**src/rtl/bme_pkg.sv**
```systemverilog
package bme_pkg;
  localparam int BYTE_W = 8;

  typedef enum logic [1:0] {OP_FILL = 2'd0, OP_COPY = 2'd1, OP_SEARCH = 2'd2, OP_COMPARE = 2'd3} opKind_e;

  // Strobes from control to datapath
  typedef struct packed {
    logic load;      // capture operands
    logic latchA;    // capture first read byte
    logic latchB;    // capture second read byte
    logic advance;   // step pointers, decrement count
    logic stopHit;   // record hit and remaining count
    logic useDst;    // address from destination pointer
    logic fillSel;   // write data is the fill byte
    logic againstB;  // condition right operand is second byte
  } strobe_t;

  // Branch-style condition, R5 encoding
  function automatic logic condHolds(input logic [2:0] c, input logic [BYTE_W-1:0] a, input logic [BYTE_W-1:0] b);
    case (c)
      3'd0: condHolds = (a == b);
      3'd1: condHolds = (a != b);
      3'd2: condHolds = ($signed(a) < $signed(b));
      3'd3: condHolds = ($signed(a) >= $signed(b));
      3'd4: condHolds = (a < b);
      3'd5: condHolds = (a >= b);
      3'd6: condHolds = ($signed(a) <= $signed(b));
      default: condHolds = (a <= b);
    endcase
  endfunction
endpackage

```
**src/rtl/bme_dpath.sv**
```systemverilog
module bme_dpath import bme_pkg::*; #(
  parameter int AW = 16,
  parameter int CW = 16
) (
  input  logic              clk,
  input  logic              rstN,
  input  strobe_t           strb,
  input  logic [AW-1:0]     srcIn,
  input  logic [AW-1:0]     dstIn,
  input  logic [AW-1:0]     strideIn,
  input  logic [CW-1:0]     countIn,
  input  logic [BYTE_W-1:0] fillIn,
  input  logic [2:0]        condIn,
  input  logic [BYTE_W-1:0] memRdata,
  output logic [AW-1:0]     memAddr,
  output logic [BYTE_W-1:0] memWdata,
  output logic              condTrue,
  output logic              cntIsOne,
  output logic              startZero,
  output logic              hit,
  output logic [CW-1:0]     resultCount,
  output logic [AW-1:0]     curSrc,
  output logic [AW-1:0]     curDst,
  output logic [CW-1:0]     curCount
);
  logic [AW-1:0]     srcQ, dstQ, strideQ;
  logic [CW-1:0]     cntQ, resQ;
  logic [BYTE_W-1:0] fillQ, byteA, byteB;
  logic [2:0]        condQ;
  logic              hitQ;

  always_ff @(posedge clk) begin
    if (!rstN) begin
      srcQ <= '0; dstQ <= '0; strideQ <= '0; cntQ <= '0; resQ <= '0;
      fillQ <= '0; byteA <= '0; byteB <= '0; condQ <= '0; hitQ <= 1'b0;
    end else begin
      if (strb.load) begin
        srcQ <= srcIn; dstQ <= dstIn; strideQ <= strideIn; cntQ <= countIn;
        fillQ <= fillIn; condQ <= condIn; hitQ <= 1'b0; resQ <= '0;
      end
      if (strb.latchA) byteA <= memRdata;
      if (strb.latchB) byteB <= memRdata;
      if (strb.advance) begin
        srcQ <= srcQ + strideQ;
        dstQ <= dstQ + strideQ;
        cntQ <= cntQ - CW'(1);
      end
      if (strb.stopHit) begin
        hitQ <= 1'b1;
        resQ <= cntQ;
      end
    end
  end

  assign memAddr     = strb.useDst ? dstQ : srcQ;
  assign memWdata    = strb.fillSel ? fillQ : byteA;
  assign condTrue    = condHolds(condQ, byteA, strb.againstB ? byteB : fillQ);
  assign cntIsOne    = (cntQ == CW'(1));
  assign startZero   = (countIn == '0);
  assign hit         = hitQ;
  assign resultCount = resQ;
  assign curSrc      = srcQ;
  assign curDst      = dstQ;
  assign curCount    = cntQ;

  // outside a fresh load the count only ever steps down by one
  assert_count_step_R1: assert property (@(posedge clk) disable iff (!rstN)
    (!$past(strb.load) && cntQ != $past(cntQ)) |-> (cntQ == $past(cntQ) - CW'(1)));
endmodule

```
**src/rtl/bme_ctrl.sv**
```systemverilog
module bme_ctrl import bme_pkg::*; (
  input  logic       clk,
  input  logic       rstN,
  input  logic       start,
  input  logic [1:0] op,
  input  logic       pause,
  input  logic       memAck,
  input  logic       condTrue,
  input  logic       cntIsOne,
  input  logic       startZero,
  output strobe_t    strb,
  output logic       memReq,
  output logic       memWe,
  output logic       busy,
  output logic       done
);
  typedef enum logic [2:0] {S_IDLE, S_ELEM, S_RDA, S_RDB, S_WR, S_EVAL, S_ADV, S_FIN} state_e;
  state_e  stateQ, stateD;
  opKind_e opQ;

  always_ff @(posedge clk) begin
    if (!rstN) begin
      stateQ <= S_IDLE;
      opQ    <= OP_FILL;
    end else begin
      stateQ <= stateD;
      if (stateQ == S_IDLE && start) opQ <= opKind_e'(op);
    end
  end

  always_comb begin
    stateD = stateQ;
    strb   = '0;
    strb.useDst   = (stateQ == S_RDB) || (stateQ == S_WR);
    strb.fillSel  = (opQ == OP_FILL);
    strb.againstB = (opQ == OP_COMPARE);
    case (stateQ)
      S_IDLE: if (start) begin
        strb.load = 1'b1;
        stateD = startZero ? S_FIN : S_ELEM;
      end
      S_ELEM: if (!pause) stateD = (opQ == OP_FILL) ? S_WR : S_RDA;
      S_RDA: if (memAck) begin
        strb.latchA = 1'b1;
        case (opQ)
          OP_COPY:   stateD = S_WR;
          OP_SEARCH: stateD = S_EVAL;
          default:   stateD = S_RDB;
        endcase
      end
      S_RDB: if (memAck) begin
        strb.latchB = 1'b1;
        stateD = S_EVAL;
      end
      S_WR: if (memAck) stateD = S_ADV;
      S_EVAL: begin
        if ((opQ == OP_SEARCH) ? condTrue : !condTrue) begin
          strb.stopHit = 1'b1;
          stateD = S_FIN;
        end else stateD = S_ADV;
      end
      S_ADV: begin
        strb.advance = 1'b1;
        stateD = cntIsOne ? S_FIN : S_ELEM;
      end
      default: stateD = S_IDLE;
    endcase
  end

  assign memReq = (stateQ == S_RDA) || (stateQ == S_RDB) || (stateQ == S_WR);
  assign memWe  = (stateQ == S_WR);
  assign busy   = (stateQ != S_IDLE);
  assign done   = (stateQ == S_FIN);

  // an unacknowledged request keeps its kind
  assert_req_hold_R10: assert property (@(posedge clk) disable iff (!rstN)
    (memReq && !memAck) |=> (memReq && memWe == $past(memWe)));
  // completion lasts one cycle
  assert_done_pulse_R8: assert property (@(posedge clk) disable iff (!rstN)
    done |=> !done);
  // zero count finishes without touching memory
  assert_zero_count_R7: assert property (@(posedge clk) disable iff (!rstN)
    (stateQ == S_IDLE && start && startZero) |=> (done && !memReq));
  // a held boundary issues nothing
  assert_pause_hold_R9: assert property (@(posedge clk) disable iff (!rstN)
    (stateQ == S_ELEM && pause) |=> !memReq);
endmodule

```
**src/rtl/bme_engine.sv**
```systemverilog
module bme_engine import bme_pkg::*; #(
  parameter int AW = 16,
  parameter int CW = 16
) (
  input  logic              clk,
  input  logic              rstN,
  input  logic              start,
  input  logic [1:0]        op,
  input  logic [2:0]        cond,
  input  logic [AW-1:0]     srcPtr,
  input  logic [AW-1:0]     dstPtr,
  input  logic [AW-1:0]     stride,
  input  logic [CW-1:0]     count,
  input  logic [BYTE_W-1:0] fillValue,
  input  logic              pause,
  output logic              memReq,
  output logic              memWe,
  output logic [AW-1:0]     memAddr,
  output logic [BYTE_W-1:0] memWdata,
  input  logic [BYTE_W-1:0] memRdata,
  input  logic              memAck,
  output logic              busy,
  output logic              done,
  output logic              hit,
  output logic [CW-1:0]     resultCount,
  output logic [AW-1:0]     curSrc,
  output logic [AW-1:0]     curDst,
  output logic [CW-1:0]     curCount
);
  strobe_t strb;
  logic    condTrue, cntIsOne, startZero;

  bme_ctrl u_ctrl (
    .clk(clk), .rstN(rstN), .start(start), .op(op), .pause(pause), .memAck(memAck),
    .condTrue(condTrue), .cntIsOne(cntIsOne), .startZero(startZero),
    .strb(strb), .memReq(memReq), .memWe(memWe), .busy(busy), .done(done)
  );

  bme_dpath #(.AW(AW), .CW(CW)) u_dpath (
    .clk(clk), .rstN(rstN), .strb(strb),
    .srcIn(srcPtr), .dstIn(dstPtr), .strideIn(stride), .countIn(count),
    .fillIn(fillValue), .condIn(cond), .memRdata(memRdata),
    .memAddr(memAddr), .memWdata(memWdata), .condTrue(condTrue),
    .cntIsOne(cntIsOne), .startZero(startZero), .hit(hit), .resultCount(resultCount),
    .curSrc(curSrc), .curDst(curDst), .curCount(curCount)
  );

  // address and write data hold until acknowledged
  assert_bus_stable_R10: assert property (@(posedge clk) disable iff (!rstN)
    (memReq && !memAck) |=> ($stable(memAddr) && $stable(memWdata)));
endmodule

```
**config.mk**
```make
export PLATFORM = sky130hd
export DESIGN_NAME = bme_engine
export DESIGN_NICKNAME = d
export VERILOG_FILES = /design/src/rtl/bme_pkg.sv /design/src/rtl/bme_dpath.sv /design/src/rtl/bme_ctrl.sv /design/src/rtl/bme_engine.sv
export SDC_FILE = /design/constraint.sdc
export NUM_CORES = 1
export LEC_CHECK = 0
export BUFFER_PORTS_ARGS = -buffer_cell sky130_fd_sc_hd__buf_2
export CAP_MARGIN = 20
export CELL_PAD_IN_SITES_DETAIL_PLACEMENT = 1
export CELL_PAD_IN_SITES_GLOBAL_PLACEMENT = 1
export CORE_MARGIN = 4
export CORE_UTILIZATION = 35
export CTS_CLUSTER_DIAMETER = 50
export CTS_CLUSTER_SIZE = 16
export DETAILED_ROUTE_END_ITERATION = 16
export GPL_TIMING_DRIVEN = 0
export PLACE_DENSITY_LB_ADDON = 0.1
export REMOVE_ABC_BUFFERS = 1
export SLEW_MARGIN = 15
export SYNTH_ARGS = -nofsm -noshare
export SYNTH_HDL_FRONTEND = slang
export SYNTH_SLANG_ARGS = --single-unit
```
**constraint.sdc**
```tcl
create_clock -name clk -period 2.75 [get_ports clk]
set_input_delay 0.4125 -clock clk [delete_from_list [all_inputs] [get_ports clk]]
set_output_delay 0.4125 -clock clk [all_outputs]
set_load 0.05 [all_outputs]
```
==> metrics.md <==
| Metric | Value |
|---|---|
| Final worst slack | -212 ps |
| Fin util | between 40% and 50% |
| Critical path's slowest cell | dfxtp_4 |
| RSZ-0062 raised after global routing | true |
| Fmax | 338 MHz |
| Max-Slew Margin vs Limit | approximately 32% |
| CTS buffer count | 17 |
| Clock Latency Late Sink | around 420 ps |
| Number of inserted diodes | 0 |
| Post-layout min period | roughly 3000 ps |
| Worst-path clk slew | about 60 ps |
| Final Max Tran Viols | 0 |
| Core Region | roughly 0.019 sq mm |
| Most frequent CP cell | buf_6 |
| Final hold viol count | 0 |
| Post-synth EDFFs | 0 |
| Crit Path Max Fanout | 7 |
| Dpl hpwl | around 15 mm |
| Port bufs | between 150 and 200 |
| DRC viols | 0 |
| GPL Wtd Cong | approximately 0.79 |
| Leakage power | between 3 and 4 nW |
| Crit path DAT | 3270 ps |
| Cell variety after synth | 65 |
| Maximum vdd drop | around 0.42 mV |
| Largest net degree at the start of global routing | 90 |
| FF+latch count, synth | 113 |
| Vias in the first global route | 7085 |
| Final setup viols | 18 |
| Status | finished, violations left |
| Avg WL per Cell | 18.3 microns |
| Final nets | around 1200 |
| Non-filler instance count after layout | ~1300 |
| Routed Antenna Nets | 0 |
| DR iter-0 viols | roughly 220 |
| Layout cells sized above 1 | around 31% |
| Syn avg cell area | 7.90 sq um |
| Syn. warnings | 0 |
| CTS Sinks | 113 |
| Final WL | about 23 mm |
| Chip height | 146 microns |
| Die Wd | around 150 microns |
| Max Cap Viol | 0 |
| Vias per Instance | approximately 5.4 |
| Initial cell density of the core | between 30% and 40% |
| H-tree lvl count | 4 |
| Tcrit/Tclk final | 108% |
| First-pass GRT wire length | approximately 37 mm |
| Fillers | 2317 |
| Commonest non-fill, non-tap cell in the layout | buf_2 |
| Row cnt | 50 |
| I/O Pins | roughly 180 |
| Cell count after synthesis | around 850 |
| CP startpoint kind | flop |
| Most common flop cell mapped by yosys | dfxtp_1 |
| Slowest stage delay, CP | about 350 ps |
| Worst hold path type | in -> reg |
| Worst-Margin Slew | 1010 ps |
| Overall routing resource usage | approximately 21% |
| Power per Cell Area | 894 mW/mm^2 |
| Endpoint class of the critical path | flop |
| Clock tree buffer depth | 2 |
| Antenna violations before repair | 0 |
| GRT Residual Overflow | 0 |
| Crit path required time | ~3100 ps |
| Failing checks | setup timing |
| Cell area after synthesis | 0.00671 sq mm |
| DRT Pass-1 Iters | 5 |
| Clock skew | roughly 16 ps |
| Root buffer cell | clkbuf_16 |
| Async set-or-reset flop fraction in the synthesized netlist | 0% |
| Commonest cells after routing, fill and taps aside | buf_2, nand2_1, dfxtp_1 |
| DIE AREA | ~0.021 sq mm |
| Number of hold buffers added after CTS | 0 |
| CP top delay family | compound AO/OA/AOI/OAI gates |
| Register area share after synthesis | roughly a third |
| Post-Place Cells | ~1200 |
| Via count | slightly below 7000 |
| CTS tree | built |
| Crit-path cells | ha_4 -> buf_6 -> mux2i_1 -> ha_1 -> nand4_1 -> a211oi_4 -> buf_4 -> nor3b_4 -> a21oi_2 -> o221a_4 -> mux2i_4 -> buf_6 -> nand3_2 -> o31ai_2 |
| CP Buf/Inv Count | 3 |
| Synth-to-Final Area Change | 31.6% |
| WS Path Type | reg -> reg |
## path summary, 6_finish.rpt
check	from	endpoint	slack (ps)	cells past startpoint
setup / recovery	u_ctrl.opQ[1]	u_dpath.resultCount[2]	-210	14
hold reg to reg	u_dpath.byteB[0]	u_dpath.byteB[0]	460	2
hold / removal	cond[2]	u_dpath.condQ[2]	230	3
setup reg to reg	u_ctrl.opQ[1]	u_dpath.resultCount[2]	-210	14
## worst min-delay path, stage by stage
cell and delay (ps):
buf_2 90, nand2_1 40, a21oi_1 50
## cells by family (layout without fill, tap and decap cells)
group                      after synthesis  after routing  share of synthesized area (%)
DFF                                    113            113                           33.7
AOI/OAI and AO/OA                      228            229                           21.3
and+or+nand+nor                        325            326                           22.3
buffers and inverters                   77            264                           4.72
adders and majority gates               46             46                           8.81
muxes                                   40             41                           6.59
xor gates and xnor gates                20             20                           2.61
## state kept, by name (all words and copies together) (netlist names)
name                 flops
u_dpath.curCount        16
u_dpath.curDst          16
u_dpath.curSrc          16
u_dpath.resultCount     16
u_dpath.strideQ         16
u_dpath.byteA            8
u_dpath.byteB            8
u_dpath.fillQ            8
u_ctrl.stateQ            3
u_dpath.condQ            3
u_ctrl.opQ               2
u_dpath.hit              1
## final cells by class
type                    instances  area [sq um]  area share [%]
clock buffers                  18           439            4.98
inverters                      26           103            1.16
flip-flops and latches        113          2270            25.7
well taps                     234           293            3.32
repair buffers                206          1170            13.3
multi-input cells             662          4410            49.9
clock inverters                14           141            1.60
## repair_timing
item,in CTS,in global routing
gates cloned,5,0
buffers inserted,11,8
pin swaps,22,19
gates resized for setup,61,13
endpoints found under the setup margin,49,42
## synthesized netlist by cell type (2+ instances only)
| library cell | n | area (sq um) |
|---|---|---|
| nand2_1 | 156 | 586 |
| dfxtp_1 | 113 | 2260 |
| a21oi_1 | 90 | 450 |
| nor2_1 | 55 | 206 |
| o21ai_0 | 45 | 225 |
| ha_1 | 44 | 551 |
| nand3_1 | 35 | 175 |
| clkbuf_1 | 32 | 120 |
| inv_1 | 25 | 93.8 |
| mux2_2 | 23 | 259 |
| mux2i_1 | 16 | 160 |
| nor3_1 | 12 | 60.1 |
| a311oi_1 | 11 | 96.3 |
| or3_1 | 11 | 68.8 |
| xor2_1 | 11 | 96.3 |
| a21o_1 | 10 | 75.1 |
| a31oi_1 | 10 | 62.6 |
| buf_1 | 9 | 33.8 |
| xnor2_1 | 9 | 78.8 |
| buf_2 | 7 | 35.0 |
| nand2b_1 | 7 | 43.8 |
| nor2b_1 | 7 | 43.8 |
| nor4_1 | 7 | 43.8 |
| o211ai_1 | 7 | 52.6 |
| o21a_1 | 7 | 52.6 |
| o221ai_1 | 7 | 61.3 |
| a211oi_1 | 6 | 45.0 |
| a221oi_1 | 6 | 52.6 |
| o31ai_1 | 6 | 45.0 |
| a211o_1 | 5 | 43.8 |
| nand4_1 | 5 | 31.3 |
| a22oi_1 | 4 | 30.0 |
| and3_1 | 4 | 25.0 |
| nand4b_1 | 4 | 35.0 |
| nor3b_1 | 4 | 30.0 |
| and2_1 | 3 | 18.8 |
| or2_2 | 3 | 18.8 |
| and2b_1 | 2 | 15.0 |
| buf_6 | 2 | 22.5 |
| fa_1 | 2 | 40.0 |
| nand3b_1 | 2 | 15.0 |
| nor4b_1 | 2 | 17.5 |
## power by group
group | switching (mW) | internal (mW) | total [mW]
Combinational | 2.31 | 1.19 | 3.50
Clock | 0.840 | 1.35 | 2.19
Sequential | 0.318 | 1.88 | 2.20
Total | 3.47 | 4.42 | 7.89
## routing by layer
layer	wire length, microns	vias up	track usage (%)
met5	0	-	0
met4	257	0	4.80
met3	797	19	3.82
met2	12000	129	39.1
met1	10300	3326	26.4
li1	-	3409	-
## stage by stage
stage | cell area (sq um) | power [mW] | setup WS, ps | setup TNS [ps] | hold WS, ps
final | 8820 | 7.89 | -212 | -3080 | 230
after global routing | 8820 | 8.37 | -360 | -6940 | 217
after detailed placement | 7790 | 5.46 | -950 | -18800 | 445
after CTS | 8700 | 7.90 | -203 | -2060 | 207
after global placement | 7690 | 5.37 | -3220 | -209160 | 440
after floorplan | 6490 | 4.52 | -387 | -8560 | 433
No activity file was read; power rests on OpenSTA's default activity.
